**config.mk**
```make
export PLATFORM = sky130hd
export DESIGN_NAME = init_ctrl
export DESIGN_NICKNAME = d
export VERILOG_FILES = /design/src/rtl/init_ctrl_pkg.sv /design/src/rtl/ic_state.sv /design/src/rtl/ic_latcnt.sv /design/src/rtl/ic_wait_enc.sv /design/src/rtl/init_ctrl.sv
export SDC_FILE = /design/constraint.sdc
export NUM_CORES = 1
export LEC_CHECK = 0
export ABC_AREA = 1
export BUFFER_PORTS_ARGS = -buffer_cell sky130_fd_sc_hd__buf_2
export CORE_AREA = 2 2 39 41
export DETAILED_ROUTE_END_ITERATION = 16
export DIE_AREA = 0 0 41 43
export REMOVE_ABC_BUFFERS = 1
export SLEW_MARGIN = 30
export SYNTH_ARGS = -nofsm -noshare
export SYNTH_HDL_FRONTEND = slang
export SYNTH_SLANG_ARGS = --single-unit
```
**constraint.sdc**
```tcl
create_clock -name clk -period 1.7 [get_ports clk]
set_input_delay 0.255 -clock clk [delete_from_list [all_inputs] [get_ports clk]]
set_output_delay 0.255 -clock clk [all_outputs]
set_load 0.01 [all_outputs]
```
**src/rtl/init_ctrl_pkg.sv**
```systemverilog
package init_ctrl_pkg;

   // width of the latency counter: must hold 0..N+1
   function automatic int lat_width(input int n);
      return $clog2(n + 2);
   endfunction

   // width of the wait report: must hold 0..N
   function automatic int wait_width(input int n);
      return (n < 1) ? 1 : $clog2(n + 1);
   endfunction

endpackage

```
**src/rtl/ic_state.sv**
```systemverilog
module ic_state #(
   parameter int            N   = 5,
   parameter logic [N-1:0]  ICV = 5'b10010
) (
   input  logic         clk,
   input  logic         rst,
   input  logic         grant_i,
   output logic [N-1:0] cv_o
);

   logic [N-1:0] cv_q;
   logic [N-1:0] fold;

   assign fold = grant_i ? ICV : '0;

   always_ff @(posedge clk) begin
      if (rst) cv_q <= '0;
      else     cv_q <= (cv_q >> 1) | fold;
   end

   assign cv_o = cv_q;


   grant_safe_chk: assert property (@(posedge clk) disable iff (rst)
      grant_i |-> !cv_q[0]);


   fold_in_chk: assert property (@(posedge clk) disable iff (rst)
      grant_i |=> ((cv_q & ICV) == ICV));


   shift_only_chk: assert property (@(posedge clk) disable iff (rst)
      !grant_i |=> (cv_q == ($past(cv_q) >> 1)));

endmodule

```
**src/rtl/ic_latcnt.sv**
```systemverilog
module ic_latcnt #(
   parameter int N  = 5,
   parameter int LW = 3
) (
   input  logic          clk,
   input  logic          rst,
   input  logic          grant_i,
   output logic [LW-1:0] lat_o
);

   localparam logic [LW-1:0] SAT = LW'(N + 1);

   logic [LW-1:0] cnt_q;

   always_ff @(posedge clk) begin
      if (rst)                              cnt_q <= '0;
      else if (grant_i)                     cnt_q <= LW'(1);
      else if (cnt_q != '0 && cnt_q != SAT) cnt_q <= cnt_q + LW'(1);
   end

   assign lat_o = cnt_q;


   restart_chk: assert property (@(posedge clk) disable iff (rst)
      grant_i |=> (cnt_q == LW'(1)));


   sat_bound_chk: assert property (@(posedge clk) disable iff (rst)
      cnt_q <= SAT);

endmodule

```
**src/rtl/ic_wait_enc.sv**
```systemverilog
module ic_wait_enc #(
   parameter int N  = 5,
   parameter int WW = 3
) (
   input  logic [N-1:0]  cv_i,
   output logic [WW-1:0] wait_o
);

   logic [WW-1:0] chain [0:N];

   assign chain[N] = WW'(N);

   for (genvar g = N - 1; g >= 0; g--) begin : g_stage
      assign chain[g] = cv_i[g] ? chain[g+1] : WW'(g);
   end

   assign wait_o = chain[0];

endmodule

```
**src/rtl/init_ctrl.sv**
```systemverilog
module init_ctrl
   import init_ctrl_pkg::*;
#(
   parameter int            N           = 5,
   parameter logic [N-1:0]  FORBID_MASK = 5'b10010,
   parameter bit            PEND_EN     = 1'b1,
   localparam int           LW          = lat_width(N),
   localparam int           WW          = wait_width(N)
) (
   input  logic          clk,
   input  logic          rst,
   input  logic          req_i,
   input  logic          greedy_i,
   output logic          grant_o,
   output logic [LW-1:0] lat_o,
   output logic [N-1:0]  cv_o,
   output logic [WW-1:0] wait_o
);

   if (N < 1) begin : g_bad_n
      $error("init_ctrl: N must be at least 1");
   end
   if (FORBID_MASK[N-1] != 1'b1) begin : g_bad_mask
      $error("init_ctrl: top mask bit must be set (N is the largest forbidden latency)");
   end

   logic pend_q;
   logic eff_req;
   logic grant;
   logic [N-1:0] cv;

   assign eff_req = req_i | (pend_q & greedy_i);
   assign grant   = ~rst & eff_req & ~cv[0];

   if (PEND_EN) begin : g_pend
      always_ff @(posedge clk) begin
         if (rst) pend_q <= 1'b0;
         else     pend_q <= greedy_i & eff_req & ~grant;
      end
   end else begin : g_nopend
      assign pend_q = 1'b0;
   end

   ic_state #(.N(N), .ICV(FORBID_MASK)) u_state (
      .clk     (clk),
      .rst     (rst),
      .grant_i (grant),
      .cv_o    (cv)
   );

   ic_latcnt #(.N(N), .LW(LW)) u_latcnt (
      .clk     (clk),
      .rst     (rst),
      .grant_i (grant),
      .lat_o   (lat_o)
   );

   ic_wait_enc #(.N(N), .WW(WW)) u_wait (
      .cv_i   (cv),
      .wait_o (wait_o)
   );

   assign grant_o = grant;
   assign cv_o    = cv;


   wait_zero_chk: assert property (@(posedge clk) disable iff (rst)
      (wait_o == '0) == !cv_o[0]);

endmodule

```
==> results.yml, run 1 <==
outcome:
  outcome: "complete, no violations"
worst_setup_path:
  cp.arrival_ns: 1.05
  reg2regPathDepth: 8
  required_ns: 1.44
  end_kind: "output port"
  worstSetupPathType: "reg2out"
  startpoint_type: "flip-flop"
  critPathMaxFanout: 5
final_layout:
  antenna_cells: 0
  area_growth_pct: 28.4
  drive_above_1_share_pct: 29.1
  fin_area_um2: 549
  utilization_pct: 39.7
  nets: 87
  stdcell_count: 95
  nFillCells: 165
power:
  swShare_pct: 28.2
  power_uw: 491
  power_density_nw_per_um2: 894
  p_sw_uw: 138
  ir_drop_v: 0.000482
  leakage_nw: 0.316
  pwr-share-comb_pct: 19.2
  power_frac_clock_pct: 32.6
  seqPwrFrac_pct: 48.2
  p_int_uw: 352
route:
  firstDrtPassIters: 4
  ant_nets: 0
  drt_iter0_markers: 5
  num_vias: 398
  wl_per_cell_um: 8.27
  vias_per_cell: 4.19
  drt-total-wl_um: 786
  drc_errors: 0
timing:
  worst_slew_pin_slew_ns: 0.189
  maxSlewHeadroom_pct: 87.4
  finClkSkew_ns: 0.00282
  finalMaxSlewViolations: 0
  setup_violations: 0
  fin_ws_ns: 0.391
  rsz0062_at_grt: "false"
  timing.final.crit_share_pct: 77.0
  fin_crit_ns: 1.31
  fmax_mhz: 764
  tns_ns: 0
  hold_viol_final: 0
  whs_ns: 0.231
logic_synthesis:
  ys_seq_area_share_pct: 42.1
  yosysUniqueCellTypes: 13
  netlist_area_um2: 428
  synth_largest_area_cell: "dfxtp_1"
  synth_common_cells: "16 x nand2_1, 14 x inv_1, 9 x dfxtp_1, 5 x nor2_1, 4 x nand3_1"
  async_flop_share_pct: 0
  synthTopCellsByArea: "dfxtp_1 42%, nand2_1 14%, inv_1 12%, ha_1 8.8%, nand3_1 4.7%"
  synth_edf_count: 0
  syn_avg_cell_area_um2: 7.13
  netlist.area_leader.share_pct: 42.1
  yosys_warnings: 0
  synth-main-ff-cell: "dfxtp_1"
  synth.most_common_cell: "nand2_1"
  ys_ff_latch: 9
  synth_cells: 60
worst_hold_path:
  min_path_type: "in2reg"
  whs_path_depth: 3
clock_network:
  cts_buffers: 3
  worstSkewPairLatency_ns: 0.25
  cts_tree: "built"
  cts_max_path_buffers: 2
  htree_levels: 1
  clockRootBuffer: "clkbuf_4"
  cts_sinks: 9
  path_clk_slew_ns: 0.06
  hold_buffers: 0
  post_cts_resized: 0
  postCtsSetupRepairBufs: 0
grt:
  overflow: 0
  grt_pass1_wl_mm: 1.37
  grt_pass1_vias: 346
  antenna_found_initial: 0
  grt_use_total_pct: 11.8
  grt_max_degree: 6
placed_design:
  dpl_cell_area_um2: 523
  dp_hpwl_um: 644
  dp_slack_ns: 0.568
  numPortBuffers: 15
  gp_congestion: 0.645
  placed_cells: 91
flow_run:
  cap_violations: 0
floorplan:
  die_area_um2: 1760
  die_y_um: 43
  io_pins: 16
  rows: 14
  core_area_um2: 1380
  initial_core_util_pct: 30.9
  die_w_um: 41
registers in the layout, indices dropped and copies added (netlist names):
register        count
u_latcnt.lat_o      3
pend_q              1
u_state.cv_o        5
placed cells by master, fill, tap and decap left out, types with 3 or more instances in the layout:
cell type and n:
nand2_1 16, buf_2 15, inv_1 14, dfxtp_1 9, nor2_1 5, nand3_1 4
nand2_2 3, ha_1 3, clkbuf_4 3
cell type report:
type / count / area (µm²) / share of cell area (%)
well taps: 16 / 20.0 / 3.64
flip-flops and latches: 9 / 180 / 32.8
repair buffers: 15 / 75.1 / 13.7
clock buffers: 4 / 26.3 / 4.78
inverters: 14 / 52.6 / 9.57
multi-input cells: 37 / 195 / 35.5
routing by layer:
metal / wire, µm / track usage [%] / share of wire, % / up-vias
li1: - / - / - / 213
met1: 367 / 13.7 / 47 / 168
met2: 354 / 15.9 / 45 / 15
met3: 55 / 4.71 / 7.0 / 2
met4: 10 / 10.0 / 1.3 / 0
met5: 0 / 0 / 0 / -
final timing paths:
kind	startpoint	end	slack (ns)
worst max-delay path	u_state.cv_o[0]	grant_o	0.39
worst min-delay path	greedy_i	pend_q	0.23
worst max register to register	u_latcnt.lat_o[0]	u_latcnt.lat_o[0]	0.56
worst min register to register	u_state.cv_o[4]	u_state.cv_o[3]	0.44
power by group through the flow:
stage	clock network, mW	registers [mW]	logic (mW)
2_1_floorplan	0	0.246	0.0589
3_3_place_gp	0	0.241	0.0941
3_5_place_dp	0	0.241	0.0960
4_1_cts	0.167	0.237	0.0964
5_1_grt	0.183	0.238	0.110
6_report	0.160	0.237	0.0941
critical path: stages (launching register included):
cell and delay (ns):
dfxtp_1 0.31, inv_1 0.16, nand3_2 0.14, inv_1 0.07, buf_2 0.12
cell families after synthesis:
group	count (synthesis)	share of synthesized area [%]
buf+inv	14	12.3
compound gates	3	4.38
flops	9	42.1
simple gates	31	32.5
fa+ha+maj	3	8.77
No activity file was read; power rests on OpenSTA's default activity.
==> run 2, diff against run 1 <==
clock period = 1.2 ns   (was 1.7 ns; I/O delays follow)
==> results.yml, run 2 (synthesis results as in run 1) <==
timing:
  worst_slew_pin_slew_ns: 0.171
  finClkSkew_ns: 0.00608
  timing.final.crit_share_pct: 97.8
  fmax_mhz: 852
  maxSlewHeadroom_pct: 88.6
  tns_ns: 0
  rsz0062_at_grt: "true"
  finalMaxSlewViolations: 0
  fin_crit_ns: 1.17
  hold_viol_final: 0
  whs_ns: 0.142
  setup_violations: 0
worst_setup_path:
  reg2regPathDepth: 8
  slowest_delay_ns: 0.36
  rr_endpoint: "u_latcnt.lat_o[0]"
  end_kind: "output port"
  cp.arrival_ns: 0.99
  required_ns: 1.02
  worstSetupPathType: "reg2out"
  critPathMaxFanout: 3
  r2r_setup_slack_ns: 0.13
  critPathTopFamily: "flip-flops"
  path_cells: "nand2_2 -> nor3_1 -> buf_2"
  startpoint_type: "flip-flop"
  crit_buf_inv: 1
  critPathSlowestCell: "dfxtp_2"
  r2r_start: "u_latcnt.lat_o[0]"
route:
  vias_per_cell: 4.34
  ant_nets: 0
  firstDrtPassIters: 2
  drt_iter0_markers: 3
  drt-total-wl_um: 893
  num_vias: 430
  drc_errors: 0
  wl_per_cell_um: 9.02
worst_hold_path:
  min_to: "u_state.cv_o[3]"
  whs_path_depth: 2
  min_path_type: "in2reg"
  hp-start: "rst"
clock_network:
  path_clk_slew_ns: 0.06
  htree_levels: 1
  clockRootBuffer: "clkbuf_4"
  cts_buffers: 3
  hold_buffers: 0
  cts_max_path_buffers: 2
  cts_tree: "built"
  cts_sinks: 9
  worstSkewPairLatency_ns: 0.26
floorplan:
  initial_core_util_pct: 30.9
  core_area_um2: 1380
  rows: 14
  die_area_um2: 1760
  die_y_um: 43
  io_pins: 16
  die_w_um: 41
grt:
  grt_pass1_vias: 349
  antenna_found_initial: 0
  grt_pass1_wl_mm: 1.32
  overflow: 0
  grt_use_total_pct: 11.1
  grt_max_degree: 6
outcome:
  outcome: "complete, no violations"
final_layout:
  largest_reg_flops: 5
  nets: 91
  final_cell_mix: "15 x nand2_1, 14 x buf_2, 11 x inv_1"
  drive_above_1_share_pct: 47.0
  utilization_pct: 44.1
  nFillCells: 151
  area_growth_pct: 42.7
  antenna_cells: 0
  final_common_cell: "nand2_1"
placed_design:
  dp_hpwl_um: 616
  gp_congestion: 0.667
  numPortBuffers: 15
flow_run:
  cap_violations: 0
power:
  ir_drop_v: 0.000638
  leakage_nw: 0.338
  power_density_nw_per_um2: 1200
run 2: cell types whose count changed in the layout (fill, tap and decap cells not counted), moves of 3 or more:
| cell | before | now |
|---|---|---|
| buf_4 | 0 | 4 |
| dfxtp_1 | 9 | 3 |
| dfxtp_2 | 0 | 6 |
| inv_1 | 14 | 11 |
| inv_2 | 0 | 3 |
run 2: per-layer routing:
| layer | wire (µm) | up-vias | track usage (%) |
|---|---|---|---|
| met1 | 363 | 194 | 12.3 |
| met5 | 0 | - | 0 |
| met2 | 476 | 14 | 16.6 |
| met3 | 54 | 0 | 3.66 |
| met4 | 0 | 0 | 8.00 |
| li1 | - | 222 | - |
run 2: timing repair:
| action | in CTS | in global routing |
|---|---|---|
| setup endpoints to repair | 3 | 5 |
| hold endpoints to repair | 0 | 0 |
| buffers inserted | 0 | 3 |
| resized for setup | 3 | 12 |
| pin swaps | 0 | 4 |
run 2: power by group:
group          leakage (nW)  switching, mW  internal, mW
clock network        0.0150          0.106         0.128
logic                 0.247         0.0915        0.0707
registers            0.0762         0.0158         0.321
run 2: metrics by stage:
stage               worst slack (ns)  instances  total power, mW  cell area (µm²)
global route                 -0.0229         99            0.785              611
detailed placement             0.102         92            0.487              531
CTS                           0.0115         96            0.721              558
floorplan                     0.0619         60            0.433              428
global placement               0.111         92            0.486              531
finish                        0.0261         99            0.732              611
run 2: worst register-to-register path, cell delays in order (launching register included):
cell	delay, ns
dfxtp_1	0.32
inv_1	0.07
ha_1	0.19
inv_1	0.06
nand2_1	0.09
nand2_2	0.08
nand2_1	0.04
nand3_1	0.06
nand2_1	0.05
run 2: how the worst max path moves through the flow:
stage | slack (ns) | from | endpoint | depth (start not counted)
floorplan | 0.06 | u_latcnt.lat_o[0] | u_latcnt.lat_o[0] | 8
global placement | 0.11 | u_latcnt.lat_o[1] | u_latcnt.lat_o[0] | 8
detailed placement | 0.10 | u_latcnt.lat_o[1] | u_latcnt.lat_o[0] | 8
CTS | 0.01 | u_state.cv_o[0] | wait_o[2] | 3
global route | -0.02 | u_state.cv_o[3] | wait_o[0] | 4
finish | 0.03 | u_state.cv_o[2] | wait_o[2] | 3
run 2: final cells by class:
class | count | area (µm²) | share of cell area (%)
tap | 16 | 20.0 | 3.28
sequential | 9 | 188 | 30.7
clock buffer | 4 | 26.3 | 4.30
inverter | 14 | 52.6 | 8.61
multi-input combinational | 37 | 213 | 34.8
timing repair buffer | 19 | 111 | 18.2
